File: config.mk
export PLATFORM = sky130hd
export DESIGN_NAME = eei2c_slave
export DESIGN_NICKNAME = d
export VERILOG_FILES = /design/src/rtl/eei2c_pkg.sv /design/src/rtl/eei2c_line_sync.sv /design/src/rtl/eei2c_commit.sv /design/src/rtl/eei2c_slave.sv
export SDC_FILE = /design/constraint.sdc
export NUM_CORES = 1
export LEC_CHECK = 0
export BUFFER_PORTS_ARGS = -buffer_cell sky130_fd_sc_hd__buf_2
export CORE_MARGIN = 10
export CORE_UTILIZATION = 55
export CTS_CLUSTER_SIZE = 40
export DETAILED_ROUTE_END_ITERATION = 10
export PLACE_DENSITY = 0.75
export SKIP_LAST_GASP = 1
export SYNTH_ARGS = -nofsm -noshare
export SYNTH_HDL_FRONTEND = slang
export SYNTH_SLANG_ARGS = --single-unit
File: constraint.sdc
create_clock -name clk -period 7.62 [get_ports clk]
set_input_delay 0.762 -clock clk [delete_from_list [all_inputs] [get_ports clk]]
set_output_delay 0.762 -clock clk [all_outputs]
set_load 0.005 [all_outputs]
File: src/rtl/eei2c_pkg.sv
package eei2c_pkg;
  typedef enum logic [2:0] {
    ST_IDLE, ST_DEV, ST_ADDR, ST_WDATA, ST_RDATA, ST_IGNORE
  } phase_e;
endpackage

File: src/rtl/eei2c_line_sync.sv
module eei2c_line_sync #(
  parameter int STAGES = 2
) (
  input  logic clk,
  input  logic rst_n,
  input  logic scl_i,
  input  logic sda_i,
  output logic scl_rise,
  output logic scl_fall,
  output logic start_ev,
  output logic stop_ev,
  output logic sda_s
);
  logic [1:0] raw, cur, prv;
  assign raw = {scl_i, sda_i};

  genvar g;
  for (g = 0; g < 2; g++) begin : g_line
    logic [STAGES-1:0] pipe;
    always_ff @(posedge clk or negedge rst_n) begin
      if (!rst_n) pipe <= '1;
      else        pipe <= {pipe[STAGES-2:0], raw[g]};
    end
    assign cur[g] = pipe[STAGES-1];
  end

  always_ff @(posedge clk or negedge rst_n) begin
    if (!rst_n) prv <= '1;
    else        prv <= cur;
  end

  // bit 1 is SCL, bit 0 is SDA
  assign scl_rise = cur[1] & ~prv[1];
  assign scl_fall = ~cur[1] & prv[1];
  assign start_ev = cur[1] & prv[1] & prv[0] & ~cur[0];
  assign stop_ev  = cur[1] & prv[1] & ~prv[0] & cur[0];
  assign sda_s    = cur[0];
endmodule

File: src/rtl/eei2c_commit.sv
module eei2c_commit #(
  parameter int ADDR_W     = 9,
  parameter int PAGE_BYTES = 16,
  parameter int IDX_W      = $clog2(PAGE_BYTES)
) (
  input  logic              clk,
  input  logic              rst_n,
  input  logic              fill_we,
  input  logic [IDX_W-1:0]  fill_idx,
  input  logic [7:0]        fill_data,
  input  logic              go,
  input  logic              go_erase,
  input  logic [ADDR_W-1:0] go_addr,
  input  logic [IDX_W:0]    go_count,
  output logic              wr_valid,
  input  logic              wr_ready,
  output logic [ADDR_W-1:0] wr_addr,
  output logic [7:0]        wr_data,
  output logic              wr_erase,
  output logic              pending
);
  logic [7:0]        page_q [PAGE_BYTES];
  logic              active, erase_q;
  logic [ADDR_W-1:0] base_q;
  logic [IDX_W:0]    count_q, sent_q;

  always_ff @(posedge clk) begin
    if (fill_we) page_q[fill_idx] <= fill_data;
  end

  always_ff @(posedge clk or negedge rst_n) begin
    if (!rst_n) begin
      active  <= 1'b0;
      erase_q <= 1'b0;
      base_q  <= '0;
      count_q <= '0;
      sent_q  <= '0;
    end else if (go) begin
      active  <= 1'b1;
      erase_q <= go_erase;
      base_q  <= go_addr;
      count_q <= go_count;
      sent_q  <= '0;
    end else if (active && wr_ready) begin
      if (erase_q || (sent_q + 1'b1 == count_q)) active <= 1'b0;
      sent_q <= sent_q + 1'b1;
    end
  end

  assign wr_valid = active;
  assign wr_erase = erase_q;
  assign wr_addr  = base_q + ADDR_W'(sent_q);
  assign wr_data  = page_q[sent_q[IDX_W-1:0]];
  assign pending  = active;
endmodule

File: src/rtl/eei2c_slave.sv
module eei2c_slave
  import eei2c_pkg::*;
#(
  parameter int         ADDR_W      = 9,
  parameter int         PAGE_BYTES  = 16,
  parameter logic [3:0] DEV_HI      = 4'b1010,
  parameter bit         ERASE_ON_A2 = 1'b1
) (
  input  logic              clk,
  input  logic              rst_n,
  input  logic              scl_i,
  input  logic              sda_i,
  output logic              sda_pull_o,
  input  logic [2:0]        dev_pins,
  input  logic              wp_i,
  output logic              wr_valid,
  input  logic              wr_ready,
  output logic [ADDR_W-1:0] wr_addr,
  output logic [7:0]        wr_data,
  output logic              wr_erase,
  input  logic              mem_busy,
  output logic [ADDR_W-1:0] rd_addr,
  input  logic [7:0]        rd_data
);
  localparam int         EXT      = ADDR_W - 8;
  localparam int         IDX_W    = $clog2(PAGE_BYTES);
  localparam int         CNT_W    = IDX_W + 1;
  localparam logic [2:0] PIN_MASK = 3'(3'b111 << EXT);

  logic scl_rise, scl_fall, start_ev, stop_ev, sda_s;

  eei2c_line_sync #(.STAGES(2)) u_sync (
    .clk(clk), .rst_n(rst_n), .scl_i(scl_i), .sda_i(sda_i),
    .scl_rise(scl_rise), .scl_fall(scl_fall),
    .start_ev(start_ev), .stop_ev(stop_ev), .sda_s(sda_s)
  );

  phase_e            st;
  logic [3:0]        bitcnt;
  logic [7:0]        sh, tx;
  logic              tx_en, ack_q, mack, first;
  logic              erase_mode, erase_armed;
  logic [2:0]        ext_q;
  logic [ADDR_W-1:0] ptr, wbase, eaddr;
  logic [CNT_W-1:0]  wcnt;
  logic              pending, busy, go, fill_we, accept, is_erase, dev_hit;
  logic [2:0]        cmp_mask;
  logic [ADDR_W-1:0] byte_addr;

  assign busy      = pending | mem_busy;
  assign is_erase  = ERASE_ON_A2 && sh[3] && !sh[0];
  assign cmp_mask  = is_erase ? (PIN_MASK & 3'b011) : PIN_MASK;
  assign dev_hit   = (sh[7:4] == DEV_HI) && (((sh[3:1] ^ dev_pins) & cmp_mask) == 3'b000);
  assign byte_addr = ADDR_W'({ext_q, sh});
  assign accept    = !erase_mode && !wp_i && (wcnt != CNT_W'(PAGE_BYTES));
  assign fill_we   = scl_fall && (bitcnt == 4'd8) && (st == ST_WDATA) && accept;
  assign go        = stop_ev && (erase_armed || (wcnt != '0));

  always_ff @(posedge clk or negedge rst_n) begin
    if (!rst_n) begin
      st <= ST_IDLE; bitcnt <= '0; sh <= '0; tx <= '0; tx_en <= 1'b0;
      ack_q <= 1'b0; mack <= 1'b0; first <= 1'b0; ptr <= '0; wbase <= '0;
      eaddr <= '0; wcnt <= '0; erase_mode <= 1'b0; erase_armed <= 1'b0;
      ext_q <= '0;
    end else if (start_ev) begin
      st <= ST_DEV; bitcnt <= '0; ack_q <= 1'b0; tx_en <= 1'b0;
      wcnt <= '0; erase_armed <= 1'b0; erase_mode <= 1'b0;
    end else if (stop_ev) begin
      st <= ST_IDLE; bitcnt <= '0; ack_q <= 1'b0; tx_en <= 1'b0;
      wcnt <= '0; erase_armed <= 1'b0;
    end else if (st != ST_IDLE && st != ST_IGNORE) begin
      if (scl_rise) begin
        if (bitcnt < 4'd8) sh <= {sh[6:0], sda_s};
        else               mack <= ~sda_s;
        bitcnt <= bitcnt + 4'd1;
      end
      if (scl_fall) begin
        if (bitcnt == 4'd9) begin
          bitcnt <= '0;
          ack_q  <= 1'b0;
          if (st == ST_RDATA) begin
            if (first || mack) begin
              tx    <= rd_data;
              tx_en <= 1'b1;
              ptr   <= ptr + ADDR_W'(1);
              first <= 1'b0;
            end else begin
              st <= ST_IGNORE;
            end
          end
        end else if (st == ST_RDATA) begin
          if (bitcnt == 4'd8)      tx_en <= 1'b0;
          else if (bitcnt != 4'd0) tx <= {tx[6:0], 1'b0};
        end else if (bitcnt == 4'd8) begin
          case (st)
            ST_DEV: begin
              if (dev_hit && !busy) begin
                ack_q      <= 1'b1;
                ext_q      <= sh[3:1] & ~PIN_MASK;
                erase_mode <= is_erase;
                if (sh[0]) begin st <= ST_RDATA; first <= 1'b1; end
                else       st <= ST_ADDR;
              end else begin
                st <= ST_IGNORE;
              end
            end
            ST_ADDR: begin
              if (erase_mode) begin
                if (wp_i) st <= ST_IGNORE;
                else begin
                  ack_q <= 1'b1; erase_armed <= 1'b1; eaddr <= byte_addr;
                  st <= ST_WDATA;
                end
              end else begin
                ack_q <= 1'b1; ptr <= byte_addr; wbase <= byte_addr;
                st <= ST_WDATA;
              end
            end
            ST_WDATA: begin
              if (accept) begin
                ack_q <= 1'b1;
                wcnt  <= wcnt + CNT_W'(1);
                ptr   <= ptr + ADDR_W'(1);
              end else begin
                st <= ST_IGNORE;
              end
            end
            default: ;
          endcase
        end
      end
    end
  end

  assign sda_pull_o = ack_q | (tx_en & ~tx[7]);
  assign rd_addr    = ptr;

  eei2c_commit #(.ADDR_W(ADDR_W), .PAGE_BYTES(PAGE_BYTES), .IDX_W(IDX_W)) u_commit (
    .clk(clk), .rst_n(rst_n),
    .fill_we(fill_we), .fill_idx(wcnt[IDX_W-1:0]), .fill_data(sh),
    .go(go), .go_erase(erase_armed), .go_addr(erase_armed ? eaddr : wbase),
    .go_count(wcnt),
    .wr_valid(wr_valid), .wr_ready(wr_ready), .wr_addr(wr_addr),
    .wr_data(wr_data), .wr_erase(wr_erase), .pending(pending)
  );
endmodule

==> impl_metrics.csv <==
group,metric,value,unit
run_status,outcome,"completed",
global_routing,grt_pass1_vias,6322,
global_routing,grt_max_degree,56,
critical_path,path_max_fanout,53,
synth,synth.avg_cell_area,13.5,um2
synth,yosysUniqueCellTypes,69,
critical_path,cp_top_family,"buffers and inverters",
die,die_h,153,um
global_routing,track_usage,17.1,%
cts,postCtsHoldBufs,0,
finish,multi_input_area,0.00345,mm2
detailed_routing,drt-wirelength-per-cell,20.2,um
pwr,p_sw_share,24.4,%
critical_path,r2r_slack,4.33,ns
pwr,comb_power_share,5.9,%
finish,antenna_cells,0,
synth,synth.area.mux_share,12.8,%
timing,hold_viol,0,
critical_path,path_cells,"buf_4, ha_1, inv_1, fa_1, nor2b_1, o21ai_0, a21boi_0, o21ai_0, xnor2_1, buf_2",
timing,grt_setup_unrepaired,"false",
synth,synth_edf_count,128,
timing,final_max_slew_viol_count,0,
critical_path,worstSetupEndpointType,"primary output",
detailed_routing,wl,20.3,mm
finish,area_growth,11.6,%
cts,cts_tree,"done",
cts,path_clk_slew,0.06,ns
cts,h-tree-depth,1,
timing,setup_slack,3.47,ns
cts,clkLatencyLatePin,0.51,ns
synth,ys_ff_latch,217,
critical_path,path_buf_inv,3,
pwr,p_leak,0.00413,uW
timing,max_slew_margin,18.3,%
detailed_routing,wl_met3,1.12,mm
finish,regArea,0.00608,mm2
detailed_routing,wl_met2,10.2,mm
finish,stdcell_area,0.0109,mm2
synth,synthAdderAreaFrac,2.26,%
critical_path,startpoint,"u_commit.sent_q[0]",
synth,ys_seq_area_share,62.3,%
synth,synth_xor_area_share,1.80,%
synth,synth_top_area_share,39.4,%
detailed_routing,highest_layer,"met4",
cts,cts_max_path_buffers,3,
finish,drive_above_1_share,20.6,%
placed_design,dp.final_hpwl,13.3,mm
critical_path,crit_type,"reg2out",
detailed_routing,first_pass_iters,5,
die,start_util,56.2,%
synth,yosys.area_share.simple,9.74,%
detailed_routing,drtIter0Drc,366,
placed_design,numPortBuffers,45,
critical_path,cp_slowest_stage_delay,0.68,ns
pwr,power_frac_clock,38.3,%
synth,synth_flop_cell,"edfxtp_1",
synth,syn_nets,760,
detailed_routing,via_per_inst,6.09,
die,rows,48,
cts,cts_resized,0,
cts,cts_inserted_buffers,23,
pwr,p_total,2810,uW
detailed_routing,met1_length,8.27,mm
synth,yosysWarnings,0,
detailed_routing,drcViolationCount,0,
critical_path,cp_common_cell,"o21ai_0",
placed_design,dpl_cell_area,0.0102,mm2
finish,final_cell_count_no_fill,1006,
cts,cts.sinks,217,
synth,synthArstFlopShare,41.0,%
detailed_routing,vias,6123,
critical_path,startpoint_type,"flop",
global_routing,grt_first_pass_wirelength,33.2,mm
cts,cts_setup_buffers,0,
synth,synthesis.area,0.00975,mm2
placed_design,placedCellCount,966,
flow_run,maxCapViolations,0,
timing,setup_tns,0,ns
global_routing,globalRoute.totalOverflow,0,
global_routing,antenna_found_initial,0,
critical_path,critical-path-slowest-cell,"buf_4",
synth,syn-instance-count,725,
timing,setup_viol,0,
die,die_x,153,um
hold_path,min_path_type,"in2async",
timing,post-route-period-util,54.4,%
die,die_area,0.0235,mm2
synth,synth_compound_area_share,8.67,%
placed_design,gp_congestion,0.902,
critical_path,reg2reg_from,"bitcnt[1]",
die,boundaryPins,47,
critical_path,crit_required,6.86,ns
detailed_routing,ant_nets,0,
timing,fin_crit,4.15,ns
placed_design,place_ws,3.99,ns
pwr,pwr-share-seq,55.9,%
timing,worst_pin_slew,1.22,ns
pwr,peakVddDrop,0.236,mV
finish,fin_nets,801,
timing,finClkSkew,0.0102,ns
synth,synth_common_cells,"128 x edfxtp_1, 83 x dfrtp_1, 49 x a21oi_1, 47 x nor2_1, 45 x nand2_1",
pwr,p_per_area,258,mW/mm2
cts,cts_root_buf,"clkbuf_16",
pwr,p_int,2120,uW
die,core,0.0174,mm2
synth,synth.area.top_cells,"edfxtp_1 39%, dfrtp_1 21%, mux2_2 4.6%, mux2i_1 4.5%, mux4_2 3.7%",
synth,synth_top_family_by_area,"multiplexers",
timing,fmax,0.241,GHz
pwr,switching_power,686,uW
synth,yosysMostFrequentCell,"edfxtp_1",
synth,synth_area_leader_cell,"edfxtp_1",
finish,fillers,1258,
critical_path,critPathArrivalTime,3.39,ns
==> worst reg2reg max path, stage by stage, from the launching register on <==
cell,delay (ns)
dfrtp_1,0.42
inv_1,0.10
ha_1,0.19
nand3b_1,0.32
inv_1,0.76
a211oi_1,0.22
nor4b_4,0.82
o21ai_0,0.22
o21ai_1,0.17
==> logic make-up (layout without fill, tap and decap cells) <==
logic type | after synthesis | after routing
flip-flops | 217 | 217
adder cells (fa/ha/maj) | 17 | 17
XOR/XNOR | 20 | 20
buffers and inverters | 57 | 113
AO/OA/AOI/OAI | 138 | 138
multiplexers | 100 | 100
AND/OR/NAND/NOR | 176 | 176
==> per-stage QoR <==
stage	hold WS, ns	util, %
6_report	0.202	62.7
5_1_grt	0.230	62.7
4_1_cts	0.215	62.7
3_5_place_dp	0.348	58.5
3_3_place_gp	0.347	58.5
2_1_floorplan	0.345	-
==> per-layer routing <==
layer	vias up	global-route usage, %
li1	2807	-
met1	3052	20.7
met2	212	29.2
met3	52	3.65
met4	0	6.54
met5	-	0
==> power groups by stage <==
stage / Combinational, uW / Sequential, uW / Clock (uW)
6_report: 165 / 1570 / 1080
5_1_grt: 189 / 1590 / 1150
4_1_cts: 166 / 1570 / 1100
3_5_place_dp: 164 / 1590 / 0
3_3_place_gp: 155 / 1580 / 0
2_1_floorplan: 132 / 1500 / 0
==> state kept, by name, summed over array words and instances, names as in the netlist, 8 cells and up <==
signal / cells
u_commit.page_q: 128
eaddr: 9
rd_addr: 9
u_commit.base_q: 9
wbase: 9
sh: 8
tx: 8
==> layout by cell type (no fill, tap or decap), types with 4 or more instances in the layout <==
master,netlist,final
a21o_1,4,4
a21oi_1,49,48
a221oi_1,8,8
a22oi_1,8,8
buf_2,8,44
buf_4,2,5
clkbuf_1,20,8
clkbuf_16,0,23
dfrtp_1,83,82
dfstp_2,6,6
edfxtp_1,128,128
ha_1,16,16
inv_1,24,24
mux2_2,40,40
mux2i_1,44,44
mux4_2,16,16
nand2_1,45,45
nand2b_1,9,9
nand3_1,10,10
nor2_1,47,47
nor2b_1,6,6
nor3_1,13,13
nor3b_1,4,4
nor4_1,5,5
o21ai_0,36,36
o22ai_1,5,5
or3_1,5,5
or4_1,4,4
xnor2_1,13,13
xor2_1,7,7
==> layout make-up <==
cell class / instances / area share (%)
inverters: 24 / 0.828
clock inverters: 6 / 0.770
multi-input cells: 451 / 31.7
repair buffers: 49 / 2.37
clock buffers: 34 / 5.94
well taps: 225 / 2.59
flip-flops and latches: 217 / 55.9
==> path summary, 6_finish.rpt <==
kind | end | cells past startpoint
max in group asynchronous | u_commit.sent_q[0] | 2
min in group clk | u_sync.g_line[0].pipe[1] | 0
hold reg to reg | u_sync.g_line[0].pipe[1] | 0
setup reg to reg | rd_addr[0] | 8
hold / removal | tx[4] | 1
setup / recovery | wr_addr[6] | 10
No activity file was read; power rests on OpenSTA's default activity.
